### config.mk
export PLATFORM = sky130hd
export DESIGN_NAME = fpcmp_flags
export DESIGN_NICKNAME = d
export VERILOG_FILES = /design/src/rtl/fpcmp_pkg.sv /design/src/rtl/fpcmp_classify.sv /design/src/rtl/fpcmp_order.sv /design/src/rtl/fpcmp_encode.sv /design/src/rtl/fpcmp_flags.sv
export SDC_FILE = /design/constraint.sdc
export NUM_CORES = 1
export LEC_CHECK = 0
export ABC_AREA = 1
export BUFFER_PORTS_ARGS = -buffer_cell sky130_fd_sc_hd__buf_2
export CAP_MARGIN = 15
export CORE_MARGIN = 1
export CORE_UTILIZATION = 50
export CTS_CLUSTER_SIZE = 12
export DETAILED_ROUTE_END_ITERATION = 8
export PLACE_DENSITY = 0.84
export SLEW_MARGIN = 20
export SYNTH_ARGS = -nofsm -noshare
export SYNTH_HDL_FRONTEND = slang
export SYNTH_SLANG_ARGS = --single-unit
### constraint.sdc
create_clock -name clk -period 5.9 [get_ports clk]
set_input_delay 0.59 -clock clk [delete_from_list [all_inputs] [get_ports clk]]
set_output_delay 0.59 -clock clk [all_outputs]
set_load 0.02 [all_outputs]
### src/rtl/fpcmp_pkg.sv
package fpcmp_pkg;

  typedef enum logic [1:0] {
    REL_EQ = 2'd0,
    REL_LT = 2'd1,
    REL_GT = 2'd2,
    REL_UN = 2'd3
  } rel_e;

  // Condition nibble codes, bit order {N,Z,C,V}
  localparam logic [3:0] FLAGS_EQ = 4'b0110;
  localparam logic [3:0] FLAGS_LT = 4'b1000;
  localparam logic [3:0] FLAGS_GT = 4'b0010;
  localparam logic [3:0] FLAGS_UN = 4'b0011;

endpackage

### src/rtl/fpcmp_classify.sv
// Unpacks one IEEE-754 word into sign, magnitude and NaN class.
module fpcmp_classify #(
  parameter int EXP_W  = 11,
  parameter int FRAC_W = 52,
  parameter int MAG_W  = 63
) (
  input  logic [EXP_W+FRAC_W:0] word,
  output logic                  sign,
  output logic [MAG_W-1:0]      mag,
  output logic                  is_nan,
  output logic                  is_snan
);
  localparam int SRC_MAG_W = EXP_W + FRAC_W;

  logic [EXP_W-1:0]  exp_f;
  logic [FRAC_W-1:0] frac_f;
  logic              exp_ones;

  assign sign     = word[SRC_MAG_W];
  assign exp_f    = word[SRC_MAG_W-1:FRAC_W];
  assign frac_f   = word[FRAC_W-1:0];
  assign exp_ones = &exp_f;

  // Magnitude zero-extended to the common compare width
  always_comb begin
    mag                = '0;
    mag[SRC_MAG_W-1:0] = word[SRC_MAG_W-1:0];
  end

  assign is_nan  = exp_ones && (|frac_f);
  assign is_snan = is_nan && !frac_f[FRAC_W-1];
endmodule

### src/rtl/fpcmp_order.sv
// Four-way relation between two classified operands.
module fpcmp_order
  import fpcmp_pkg::*;
#(
  parameter int MAG_W = 63
) (
  input  logic             sign_a,
  input  logic [MAG_W-1:0] mag_a,
  input  logic             sign_b,
  input  logic [MAG_W-1:0] mag_b,
  input  logic             any_nan,
  output rel_e             rel
);
  logic both_zero;
  logic mag_eq;
  logic mag_gt;

  assign both_zero = (mag_a == '0) && (mag_b == '0);
  assign mag_eq    = (mag_a == mag_b);
  assign mag_gt    = (mag_a > mag_b);

  always_comb begin
    if (any_nan) begin
      rel = REL_UN;
    end else if (both_zero) begin
      rel = REL_EQ;
    end else if (sign_a != sign_b) begin
      rel = sign_a ? REL_LT : REL_GT;
    end else if (mag_eq) begin
      rel = REL_EQ;
    end else if (mag_gt ^ sign_a) begin
      rel = REL_GT;
    end else begin
      rel = REL_LT;
    end
  end
endmodule

### src/rtl/fpcmp_encode.sv
// Maps relation to condition nibble and decides the invalid flag.
module fpcmp_encode
  import fpcmp_pkg::*;
(
  input  rel_e       rel,
  input  logic       sig_mode,
  input  logic       any_nan,
  input  logic       any_snan,
  output logic [3:0] flags,
  output logic       inv
);
  always_comb begin
    unique case (rel)
      REL_EQ:  flags = FLAGS_EQ;
      REL_LT:  flags = FLAGS_LT;
      REL_GT:  flags = FLAGS_GT;
      default: flags = FLAGS_UN;
    endcase
  end

  assign inv = sig_mode ? any_nan : any_snan;
endmodule

### src/rtl/fpcmp_flags.sv
module fpcmp_flags
  import fpcmp_pkg::*;
#(
  parameter int D_EXP_W  = 11,
  parameter int D_FRAC_W = 52,
  parameter int S_EXP_W  = 8,
  parameter int S_FRAC_W = 23
) (
  input  logic                       clk,
  input  logic                       rst,
  input  logic [D_EXP_W+D_FRAC_W:0]  op_a,
  input  logic [D_EXP_W+D_FRAC_W:0]  op_b,
  input  logic                       dbl_sel,
  input  logic                       sig_cmp,
  output logic [3:0]                 nzcv,
  output logic                       invalid
);
  localparam int WORD_W = 1 + D_EXP_W + D_FRAC_W;
  localparam int S_WORD = 1 + S_EXP_W + S_FRAC_W;
  localparam int MAG_W  = WORD_W - 1;
  localparam int N_OPS  = 2;

  logic [WORD_W-1:0] opw       [N_OPS];
  logic              c_sign    [N_OPS];
  logic [MAG_W-1:0]  c_mag     [N_OPS];
  logic              c_nan     [N_OPS];
  logic              c_snan    [N_OPS];

  assign opw[0] = op_a;
  assign opw[1] = op_b;

  for (genvar g = 0; g < N_OPS; g++) begin : g_op
    logic             d_sign, s_sign;
    logic [MAG_W-1:0] d_mag, s_mag;
    logic             d_nan, s_nan, d_snan, s_snan;

    fpcmp_classify #(
      .EXP_W (D_EXP_W), .FRAC_W(D_FRAC_W), .MAG_W(MAG_W)
    ) u_dbl (
      .word(opw[g]), .sign(d_sign), .mag(d_mag),
      .is_nan(d_nan), .is_snan(d_snan)
    );

    fpcmp_classify #(
      .EXP_W (S_EXP_W), .FRAC_W(S_FRAC_W), .MAG_W(MAG_W)
    ) u_sgl (
      .word(opw[g][S_WORD-1:0]), .sign(s_sign), .mag(s_mag),
      .is_nan(s_nan), .is_snan(s_snan)
    );

    assign c_sign[g] = dbl_sel ? d_sign : s_sign;
    assign c_mag[g]  = dbl_sel ? d_mag  : s_mag;
    assign c_nan[g]  = dbl_sel ? d_nan  : s_nan;
    assign c_snan[g] = dbl_sel ? d_snan : s_snan;
  end

  logic       any_nan, any_snan;
  rel_e       rel;
  logic [3:0] flags_d;
  logic       inv_d;

  assign any_nan  = c_nan[0]  | c_nan[1];
  assign any_snan = c_snan[0] | c_snan[1];

  fpcmp_order #(.MAG_W(MAG_W)) u_order (
    .sign_a (c_sign[0]), .mag_a(c_mag[0]),
    .sign_b (c_sign[1]), .mag_b(c_mag[1]),
    .any_nan(any_nan),   .rel  (rel)
  );

  fpcmp_encode u_encode (
    .rel     (rel),
    .sig_mode(sig_cmp),
    .any_nan (any_nan),
    .any_snan(any_snan),
    .flags   (flags_d),
    .inv     (inv_d)
  );

  always_ff @(posedge clk) begin
    if (rst) begin
      nzcv    <= '0;
      invalid <= 1'b0;
    end else begin
      nzcv    <= flags_d;
      invalid <= inv_d;
    end
  end
endmodule

Word-level counts from Yosys, hierarchy flattened
Cells that the tools add are included.
W data, S select, Z words.

storage, ports and cells
  register bits = 5
  bits of input ports = 132
  output and inout bits = 5
  word-level logic and storage cells = 50

cells by class
  magnitude comparators = 1
  eq/ne operators = 4
  muxes and demuxes = 16
  bitwise logic cells = 3
  reductions and logical operators = 24

operators by type and width
  kind                  count
  $logic_not A63 Y1     2
  $mux W63              2
  $reduce_or A52 Y1     2
  $eq A63 B63 Y1        1
  $gt A63 B63 Y1        1
  $reduce_or A23 Y1     2
  $reduce_and A11 Y1    2
  $reduce_and A8 Y1     2
  $mux W2               6
  $pmux W4 S3           1
  $logic_and A1 B1 Y1   9
  $mux W1               7
  $logic_not A1 Y1      4
  $eq A2 B1 Y1 const B  1
  $eq A2 B2 Y1 const B  1
  $logic_not A2 Y1      1
  $or A1 B1 Y1          2
  $ne A1 B1 Y1          1
  $xor A1 B1 Y1         1

Longest topological paths before layout
Gate-level depths: netlist of the first run.

  depth in word-level cells = 10
  mapped depth = 23
  depth with buffers taken out = 21

Hierarchy
A second synthesis of the first run with hierarchy kept.

second synthesis, totals
  cell total of the unflattened synthesis = 1,262
  area, all modules = 7,238.2 um2

by module, submodules not included
  module                              instances  cells an instance  area each (um2)  sequential area each (um2)
  fpcmp_flags                         1          444                2,331.0          100.1
  fpcmp_order                         1          380                2,254.7          0.0
  fpcmp_classify (g_op[0].u_dbl ...)  2          121                708.2            0.0
  fpcmp_classify (g_op[0].u_sgl ...)  2          93                 598.1            0.0
  fpcmp_encode                        1          10                 40.0             0.0

Least setup slack after synthesis of the first run
No wires, ideal clock.

  kind = input -> register
  start point = input dbl_sel
  end point = register nzcv[1]
  library setup time = 0.112 ns
  arrival time = 2.341 ns
  required time = 5.788 ns
  slack = 3.448 ns
  stages on the path = 18
  buffers on the path = 2
  cell sequence = buf_6 -> buf_2 -> nand2_1 -> inv_1 -> ha_1 -> nand2_1 -> inv_1 -> nand3_1 -> nor3_1 -> nand3b_4 -> nand2_2 -> nand2_1 -> nand3_1 -> nand2_1 -> nand2_1 -> nand2_2 -> nor2_1 -> nor2_1

on the way
  longest elaborated chain between the ends = 10
  elaborated cells between the ends (all ways) = 24
  classes of those cells = 1 x order compare; 4 x eq/ne; 13 x mux; 2 x bitwise; 4 x reduce/logical

ends and longest elaborated chain
  item                                  RTL line            RTL
  from (decl)                           fpcmp_flags.sv:13   input logic dbl_sel,
  $mux W63                              fpcmp_flags.sv:52   assign c_mag[g] = dbl_sel ? d_mag : s_mag;
  $gt A63 B63 Y1                        fpcmp_order.sv:20   assign mag_gt = (mag_a > mag_b);
  $xor A1 B1 Y1                         fpcmp_order.sv:31   end else if (mag_gt ^ sign_a) begin
  $mux W2                               fpcmp_order.sv:31
  $mux W2                               fpcmp_order.sv:29   end else if (mag_eq) begin
  $mux W2                               fpcmp_order.sv:27   end else if (sign_a != sign_b) begin
  $mux W2                               fpcmp_order.sv:25   end else if (both_zero) begin
  $mux W2 *                             fpcmp_order.sv:23   if (any_nan) begin
  $eq A2 B2 Y1 (tied with other cells)  fpcmp_encode.sv:13  unique case (rel)
  $pmux W4 S3 *                         fpcmp_encode.sv:13
  to (signal assigned)                  fpcmp_flags.sv:85   nzcv <= flags_d;
  to (decl)                             fpcmp_flags.sv:15   output logic [3:0] nzcv,

Mark *: on every way between the ends. The rest lies on a longest branch, timed or not.
A chain may end at the register's enable or synchronous reset.

Final worst setup path of the first run
Same ends and word-level chain as after synthesis.

==> impl_metrics.py, run 1 <==
metrics = {
    "pwr": {
        "swShare_pct": 47.5,
        "p_seq_share_pct": 10.7,
        "internal_power_uw": 187,
        "ir_drop_v": 0.000109,
        "leakage_nw": 2.37,
        "finalPower_uw": 357,
        "p_clk_share_pct": 17.5,
        "combPwrFrac_pct": 71.9,
        "p_switching_uw": 170,
        "power_density_nw_per_um2": 94.7,
    },
    "timing": {
        "grt_setup_unrepaired": "false",
        "slew_violations": 0,
        "period_share_pct": 54.4,
        "final-setup-viol-count": 0,
        "layout_min_cycle_time_ns": 3.21,
        "tightest_slew_ns": 1.07,
        "maxSlewHeadroom_pct": 29.0,
        "hold_ws_ns": 0.571,
        "setup-tns-final_ns": 0,
        "hold_viol": 0,
        "fmaxAchievable_mhz": 312,
    },
    "routing": {
        "ant_nets": 0,
        "vias": 4005,
        "drt_iter0_markers": 220,
        "drtPass1Iterations": 5,
        "viasPerCell": 5.38,
        "drc_errors": 0,
        "routed_wl_mm": 9.34,
        "post_drt_wl_per_cell_um": 12.5,
    },
    "final_layout": {
        "nets": 869,
        "fill_cells": 568,
        "design_area_um2": 3770,
        "multiInputGateArea_um2": 2480,
        "area_growth_pct": 25.0,
        "num_antenna_cells": 0,
        "final_cells": 745,
        "seq_area_um2": 100,
        "drive_above_1_share_pct": 25.0,
    },
    "cts": {
        "hold_buffers": 0,
        "root_buffer": "clkbuf_8",
        "clock-sinks": 5,
        "cts.path.max_buffers": 2,
        "post-cts-setup-buffer-count": 0,
        "htreeDepth": 1,
        "cts.clk_slew.worst_paths_ns": 0.03,
        "cts_resized": 0,
        "cts_tree": "built",
        "cts-buffers-inserted": 3,
    },
    "place": {
        "hpwl_mm": 8.36,
        "numPortBuffers": 136,
        "placed_cells": 741,
        "place_area_um2": 3730,
        "place_congestion": 0.965,
    },
    "worst_setup_path": {
        "critical_path_buf_inv_count": 1,
        "crit_family": "simple AND/OR/NAND/NOR gates",
        "cp_common_cell": "nand2_1",
        "cp_slowest_stage_delay_ns": 0.79,
        "crit_arrival_ns": 3.32,
        "crit_path_start_kind": "input port",
        "path_cells": "buf_2, nand2_1, ha_1, nand2_1, nor2_1, nand3_1, nor3_1, nand3b_4, nand2_2, nand2_1, nand3_1, nand2_1, nand2_1, nand2_2, nor2_1, nor2_1",
        "cp_max_fo": 67,
        "cp_slowest_cell": "buf_2",
        "worst_setup_path_end_kind": "register",
        "crit_type": "input port to register",
        "required_ns": 6.01,
    },
    "logic_synthesis": {
        "synth_top_cell_by_area": "ha_1",
        "synth_cells": 540,
        "synth_seq_area_share_pct": 3.32,
        "syn_area_um2": 3020,
        "yosys_warnings": 0,
        "synth-seq-cells": 5,
        "synth_area_leaders": "ha_1 26%, nand2_1 21%, inv_1 10%",
        "avgSynthCellArea_um2": 5.59,
        "ys_types": 30,
        "synth_top_area_share_pct": 26.1,
        "syn_nets": 735,
    },
    "floorplan": {
        "die_area_um2": 6350,
        "die_y_um": 79.7,
        "coreArea_um2": 5680,
        "die_w_um": 79.7,
        "pin_count": 137,
        "std_cell_rows": 27,
        "start_util_pct": 53.2,
    },
    "global_routing": {
        "grt_pass1_vias": 3705,
        "gr-total-overflow": 0,
        "grt.total_usage_pct": 29.6,
        "antenna_found_initial": 0,
        "grt_first_pass_wirelength_mm": 15.3,
        "grt_max_degree": 68,
    },
    "run": {
        "max-cap-violations": 0,
    },
    "run_status": {
        "outcome": "completed",
    },
    "worst_hold_path": {
        "hp-class": "input port to register",
    },
}
[final timing paths]
kind                start            endpoint  slack, ns  depth (start not counted)
setup / recovery  dbl_sel  nzcv[1]$_SDFF_PP0_       2.69                         16
hold / removal        rst  nzcv[3]$_SDFF_PP0_       0.57                          2
[cell usage in the layout, fill, tap and decap left out, drive strengths merged]
master,instances
a21o,3
a21oi,22
and2,3
buf,136
clkbuf,4
dfxtp,5
ha,63
inv,101
nand2,172
nand3,28
nand3b,1
nand4,35
nor2,53
nor3,10
nor3b,1
nor4,23
o211ai,1
o21ai,5
o31ai,1
o41ai,1
or2,4
or3,1
[synth_stat cells]
library cell / count
nand3_1: 28
or2_1: 2
nor4_1: 22
nor3_2: 1
nor3b_1: 1
and2_1: 2
nand2_1: 165
nor2_1: 51
inv_1: 84
a21o_1: 3
or3_1: 1
nand3b_4: 1
o41ai_1: 1
dfxtp_1: 5
ha_1: 63
or2_0: 2
o31ai_1: 1
nand2_2: 7
nor3_1: 9
nor4_2: 1
o21ai_1: 1
nand4_1: 35
o21ai_0: 4
o211ai_1: 1
inv_2: 17
a21oi_1: 22
buf_2: 3
nor2_2: 2
and2_0: 1
buf_6: 4
[state kept, by name (all words and copies together) (netlist names)]
name     count
nzcv         4
invalid      1
[logic make-up after synthesis]
kind of cell / share of synthesized area [%]
compound gates: 6.01
fa+ha+maj: 26.1
buf+inv: 14.6
flops: 3.32
simple gates: 50.0
[layout make-up]
type	instances	area share [%]
inverter	101	10.0
tap	72	2.39
sequential	5	2.65
multi-input combinational	427	65.7
clock buffer	4	1.19
timing repair buffer	136	18.0
[metal layers]
| layer | vias up | GRT usage (%) | share of wire, % | routed length [µm] |
|---|---|---|---|---|
| met5 | - | 0 | 0 | 0 |
| met4 | 0 | 7.82 | 2.0 | 183 |
| met3 | 14 | 3.09 | 7.8 | 728 |
| met2 | 170 | 53.1 | 47 | 4390 |
| met1 | 1763 | 37.0 | 43 | 4040 |
| li1 | 2058 | - | - | - |
[power groups by stage]
stage          Clock (mW)  Sequential (mW)  Combinational (mW)
4_1_cts            0.0630           0.0382               0.254
6_report           0.0623           0.0381               0.257
3_3_place_gp            0           0.0384               0.247
5_1_grt            0.0648           0.0383               0.291
3_5_place_dp            0           0.0387               0.252
2_1_floorplan           0           0.0428               0.151
[through the flow]
step                      worst slack, ns  util, %
final                                2.69     66.5
after detailed placement             2.52     65.7
after global routing                 2.36     66.5
after floorplan                      3.45        -
after CTS                            2.75     66.5
after global placement               2.60     65.7
Note: power is estimated with default switching activity, not from simulation.
==> run 2: changes to the inputs <==
Settings changed: ABC_AREA 1 to 0, CORE_UTILIZATION 50 to 47.
Clock period 5.9 ns to 3 ns, I/O delays scaled along.
==> run 2 against run 1 <==
Against the previous run: combinational power up 54%; synthesized cell count down 34%; critical endpoint unchanged; critical path depth down 5; first-iteration DRC count down 25%; clock-buffer cell count unchanged; highest routed layer unchanged; largest power group unchanged; utilization down 1.7 points; synthesized area down 17%.
==> impl_metrics.py, run 2 <==
metrics = {
    "logic_synthesis": {
        "synth_ff_type": "dfxtp_1",
        "yosysMostFrequentCell": "ha_1",
        "synthSimpleGateAreaFrac_pct": 41.3,
        "synthAdderAreaFrac_pct": 31.4,
        "yosys_warnings": 0,
        "syn_area_um2": 2510,
        "synth-seq-cells": 5,
        "synth_compound_area_share_pct": 15.2,
        "synth_common_cells": "63 x ha_1, 54 x nand2_1, 38 x inv_1",
        "avgSynthCellArea_um2": 6.99,
        "muxShareOfSynthArea_pct": 0.798,
        "synth_edf_count": 0,
        "synth_xor_area_share_pct": 0.349,
        "syn_nets": 554,
        "synth_top_area_share_pct": 31.4,
        "ys_types": 37,
        "synth_seq_area_share_pct": 3.99,
        "synth_top_family_by_area": "simple AND/OR/NAND/NOR gates",
        "synth_area_leaders": "ha_1 31%, and2_1 8.2%, nand2_1 8.1%",
        "async_flop_share_pct": 0,
        "synth_cells": 359,
        "synth_top_cell_by_area": "ha_1",
    },
    "global_routing": {
        "grt_pass1_vias": 2984,
        "grt_max_degree": 39,
        "gr-total-overflow": 0,
        "grt.total_usage_pct": 26.9,
        "antenna_found_initial": 0,
        "grt_first_pass_wirelength_mm": 12.2,
    },
    "timing": {
        "hold_viol": 0,
        "fmaxAchievable_mhz": 402,
        "layout_min_cycle_time_ns": 2.49,
        "layout_setup_ws_ns": 0.513,
        "period_share_pct": 82.9,
        "grt_setup_unrepaired": "false",
        "setup-tns-final_ns": 0,
        "tightest_slew_ns": 0.592,
        "maxSlewHeadroom_pct": 60.4,
        "slew_violations": 0,
        "hold_ws_ns": 0.327,
        "final-setup-viol-count": 0,
    },
    "floorplan": {
        "die_area_um2": 5640,
        "std_cell_rows": 26,
        "coreArea_um2": 5140,
        "start_util_pct": 48.8,
        "pin_count": 137,
        "die_w_um": 75.1,
        "die_y_um": 75.1,
    },
    "routing": {
        "drt_iter0_markers": 166,
        "routed_wl_mm": 7.53,
        "drc_errors": 0,
        "ant_nets": 0,
        "drtPass1Iterations": 4,
        "vias": 3255,
        "post_drt_wl_per_cell_um": 13.4,
        "viasPerCell": 5.78,
    },
    "cts": {
        "post-cts-setup-buffer-count": 0,
        "hold_buffers": 0,
        "cts_tree": "built",
        "cts.path.max_buffers": 2,
        "cts_resized": 0,
        "cts.clk_slew.worst_paths_ns": 0.03,
        "clock-sinks": 5,
        "htreeDepth": 1,
        "root_buffer": "clkbuf_8",
        "cts-buffers-inserted": 3,
    },
    "worst_setup_path": {
        "cp_slowest_stage_delay_ns": 0.41,
        "cp_max_fo": 29,
        "cp_slowest_cell": "nor4_2",
        "crit_arrival_ns": 2.59,
        "critical_path_buf_inv_count": 2,
        "crit_family": "simple AND/OR/NAND/NOR gates",
        "path_cells": "buf_2, buf_12, and2_1, ha_1, nand4_1, nor4_2, nand2_1, nor3_1, a211oi_1, o2bb2ai_1, o31a_1",
        "worst_setup_path_end_kind": "register",
        "crit_type": "input port to register",
        "crit_path_start_kind": "input port",
        "required_ns": 3.10,
    },
    "worst_hold_path": {
        "min_delay_path_depth": 2,
        "hold_start": "sig_cmp",
        "hp-class": "input port to register",
        "whs_endpoint": "invalid$_SDFF_PP0_",
    },
    "final_layout": {
        "drive_above_1_share_pct": 30.4,
        "final_cells": 563,
        "layout_common_cells": "136 x buf_2, 63 x ha_1, 54 x nand2_1, 38 x inv_1, 33 x and2_1",
        "regMostFlops": "nzcv",
        "reg_top3": "nzcv x4, invalid x1",
        "nets": 689,
        "num_antenna_cells": 0,
        "layout_commonest_cell": "buf_2",
        "largest_reg_flops": 4,
        "area_growth_pct": 32.8,
        "fill_cells": 495,
    },
    "pwr": {
        "ir_drop_v": 0.000220,
        "leakage_nw": 1.73,
        "finalPower_uw": 590,
        "power_density_nw_per_um2": 177,
    },
    "place": {
        "numPortBuffers": 136,
        "placed_cells": 559,
        "hpwl_mm": 6.85,
        "dp_slack_ns": 0.293,
        "place_congestion": 0.908,
    },
    "run_status": {
        "outcome": "completed",
    },
    "run": {
        "max-cap-violations": 0,
    },
}
## run 2: final cells by class
| type | count | area [µm²] | share of cell area (%) |
|---|---|---|---|
| multi-input combinational | 308 | 2240 | 67.1 |
| timing repair buffer | 138 | 721 | 21.6 |
| inverter | 38 | 143 | 4.28 |
| sequential | 5 | 100 | 3.00 |
| tap | 70 | 87.6 | 2.63 |
| clock buffer | 4 | 45.0 | 1.35 |
## run 2: worst max path at each step
stage	startpoint	endpoint	slack [ns]	cells past startpoint
finish	dbl_sel	nzcv[1]$_SDFF_PP0_	0.51	11
detailed placement	dbl_sel	nzcv[1]$_SDFF_PP0_	0.29	11
CTS	dbl_sel	nzcv[1]$_SDFF_PP0_	0.52	11
floorplan	dbl_sel	nzcv[1]$_SDFF_PP0_	0.23	12
global placement	dbl_sel	nzcv[1]$_SDFF_PP0_	0.39	11
global route	dbl_sel	nzcv[1]$_SDFF_PP0_	0.27	11
## run 2: power by group
group	switching [mW]	leakage, nW	internal [mW]	total (mW)
Sequential	0.00120	0.0410	0.0709	0.0721
Clock	0.0306	0.0228	0.0910	0.122
Combinational	0.212	1.67	0.184	0.397
## run 2: routing by layer
layer | share of wire (%) | vias to the layer above | routed length (µm) | global-route usage (%)
met5 | 0 | - | 0 | 0
met4 | 1.6 | 0 | 123 | 6.92
met3 | 7.6 | 18 | 571 | 4.69
li1 | - | 1634 | - | -
met1 | 43 | 1463 | 3260 | 33.8
met2 | 47 | 140 | 3570 | 47.4
## run 2: stage by stage
stage | utilization [%] | cell area [µm²]
after CTS | 64.8 | 3330
after global routing | 64.8 | 3330
after detailed placement | 63.9 | 3290
after floorplan | - | 2510
final | 64.8 | 3330
after global placement | 63.9 | 3290
## run 2: logic make-up after synthesis
| logic type | count (synthesis) |
|---|---|
| xor+xnor | 1 |
| flops | 5 |
| simple gates | 182 |
| mux | 2 |
| fa+ha+maj | 63 |
| compound gates | 60 |
| buf+inv | 46 |
==> run 3: changes to the inputs <==
Settings changed: ABC_AREA 0 to 1, CORE_UTILIZATION 47 to 44, PLACE_DENSITY 0.84 to 0.79.
Clock period 3 ns to 2.13 ns, I/O delays scaled along.
==> run 3 against run 2 <==
Against the previous run: clock-buffer cell count is the same; sequential power grew 47%; critical endpoint unchanged; global-route usage is 0.76 points higher; die area up 28%; via count rose by 32%; the flow now finishes with violations (DRC, setup timing); first-iteration DRC count up 100%; power rose by 100%.
==> impl_metrics.py, run 3 (synthesis results as in run 1) <==
metrics = {
    "timing": {
        "final-setup-viol-count": 2,
        "period_share_pct": 103,
        "layout_setup_ws_ns": -0.0537,
        "maxSlewHeadroom_pct": 62.6,
        "tightest_slew_ns": 0.557,
        "hold_viol": 0,
        "grt_setup_unrepaired": "true",
        "fmaxAchievable_mhz": 458,
        "layout_min_cycle_time_ns": 2.18,
        "setup-tns-final_ns": -0.0727,
        "slew_violations": 0,
    },
    "final_layout": {
        "area_growth_pct": 50.1,
        "final_cells": 788,
        "layout_common_cells": "135 x nand2_1, 135 x buf_2, 77 x inv_1, 48 x ha_1, 43 x nor2_1",
        "nets": 907,
        "fill_cells": 546,
        "regMostFlops": "nzcv",
        "drive_above_1_share_pct": 38.5,
        "largest_reg_flops": 4,
        "reg_top3": "nzcv x4, invalid x1",
        "design_area_um2": 4530,
        "fin_util_pct": 69.8,
        "num_antenna_cells": 0,
    },
    "cts": {
        "clock-sinks": 5,
        "cts_tree": "built",
        "root_buffer": "clkbuf_8",
        "hold_buffers": 0,
        "cts.clk_slew.worst_paths_ns": 0.04,
        "cts-buffers-inserted": 3,
        "htreeDepth": 1,
        "cts.path.max_buffers": 2,
    },
    "run_status": {
        "outcome": "complete, but fails checks",
        "violations": "DRC, setup timing",
    },
    "global_routing": {
        "grt_first_pass_wirelength_mm": 16.6,
        "grt_max_degree": 40,
        "antenna_found_initial": 0,
        "gr-total-overflow": 0,
        "grt.total_usage_pct": 27.7,
        "grt_pass1_vias": 3841,
    },
    "floorplan": {
        "die_area_um2": 7190,
        "pin_count": 137,
        "start_util_pct": 46.5,
        "die_w_um": 84.8,
        "die_y_um": 84.8,
        "coreArea_um2": 6490,
        "std_cell_rows": 29,
    },
    "pwr": {
        "power_density_nw_per_um2": 264,
        "finalPower_mw": 1.20,
        "leakage_nw": 2.62,
        "swShare_pct": 46.8,
        "combPwrFrac_pct": 76.4,
        "p_clk_share_pct": 14.7,
        "ir_drop_v": 0.000179,
        "p_switching_uw": 559,
        "internal_power_uw": 637,
        "p_seq_share_pct": 8.9,
    },
    "worst_setup_path": {
        "critical_path_buf_inv_count": 5,
        "path_cells": "buf_12, buf_12, nand2_1, inv_1, ha_1, nand4_1, buf_4, nor3_2, buf_4, nand3b_4, nand2_2, nand2_1, nand3_1, nand2_1, nand2_1, nand2_2, nor2_2, nor2_1",
        "crit_type": "input port to register",
        "critPathLaunch": "dbl_sel",
        "crit_path_start_kind": "input port",
        "cp_slowest_cell": "ha_1",
        "required_ns": 2.25,
        "worst_setup_path_end_kind": "register",
        "crit_arrival_ns": 2.30,
        "cp_slowest_stage_delay_ns": 0.28,
        "crit_family": "simple AND/OR/NAND/NOR gates",
        "cp_common_cell": "nand2_1",
        "cp_max_fo": 10,
    },
    "routing": {
        "routed_wl_mm": 11.1,
        "drtPass1Iterations": 9,
        "ant_nets": 0,
        "drt_iter0_markers": 333,
        "viasPerCell": 5.45,
        "vias": 4298,
        "drc_errors": 11,
        "post_drt_wl_per_cell_um": 14.1,
    },
    "worst_hold_path": {
        "hp-class": "input port to register",
        "hold_start": "rst",
    },
    "place": {
        "placed_cells": 776,
        "hpwl_mm": 8.83,
        "place_area_um2": 3970,
        "place_congestion": 0.962,
        "numPortBuffers": 136,
    },
    "run": {
        "max-cap-violations": 0,
    },
}
==> run 3: cell count changes in the layout (fill, tap and decap cells not counted), sizes merged, moves of 17 or more <==
cell / before / now
nand2: 55 / 172
buf: 138 / 172
and2: 33 / 3
inv: 38 / 101
nor2: 3 / 53
nand3: 11 / 28
==> run 3: per-stage QoR <==
stage	hold WS (ns)	worst slack, ns
global placement	0.417	-0.202
finish	0.179	-0.0537
detailed placement	0.419	-0.261
CTS	0.186	0.0165
global route	0.194	-0.204
floorplan	0.283	0.0548
==> run 3: timing repair <==
item	4_1_cts	5_1_grt
setup buffers	0	5
pin swaps	0	40
gates cloned	0	3
setup endpoints to repair	2	4
gates resized for setup	2	91
==> run 3: power by group through the flow <==
| stage | sequential (mW) | clock [mW] | combinational [mW] |
|---|---|---|---|
| global route | 0.106 | 0.188 | 1.01 |
| CTS | 0.106 | 0.180 | 0.756 |
| global placement | 0.106 | 0 | 0.731 |
| detailed placement | 0.107 | 0 | 0.748 |
| finish | 0.106 | 0.176 | 0.914 |
| floorplan | 0.119 | 0 | 0.417 |
==> run 3: final cells by class <==
type	instances	area [µm²]	area share, %
clock buffer	4	45.0	0.994
inverter	101	379	8.37
multi-input combinational	427	2830	62.4
sequential	5	100	2.21
tap	77	96.3	2.13
timing repair buffer	174	1080	23.9
==> run 3: metal layers <==
metal	wire length, µm	track usage, %
met5	0	0
met4	348	6.93
met3	694	2.14
met1	4760	35.2
met2	5280	50.6
==> run 3: worst paths after layout <==
check	endpoint	slack, ns	cells past startpoint
max	nzcv[1]$_SDFF_PP0_	-0.05	18
min	nzcv[1]$_SDFF_PP0_	0.18	2
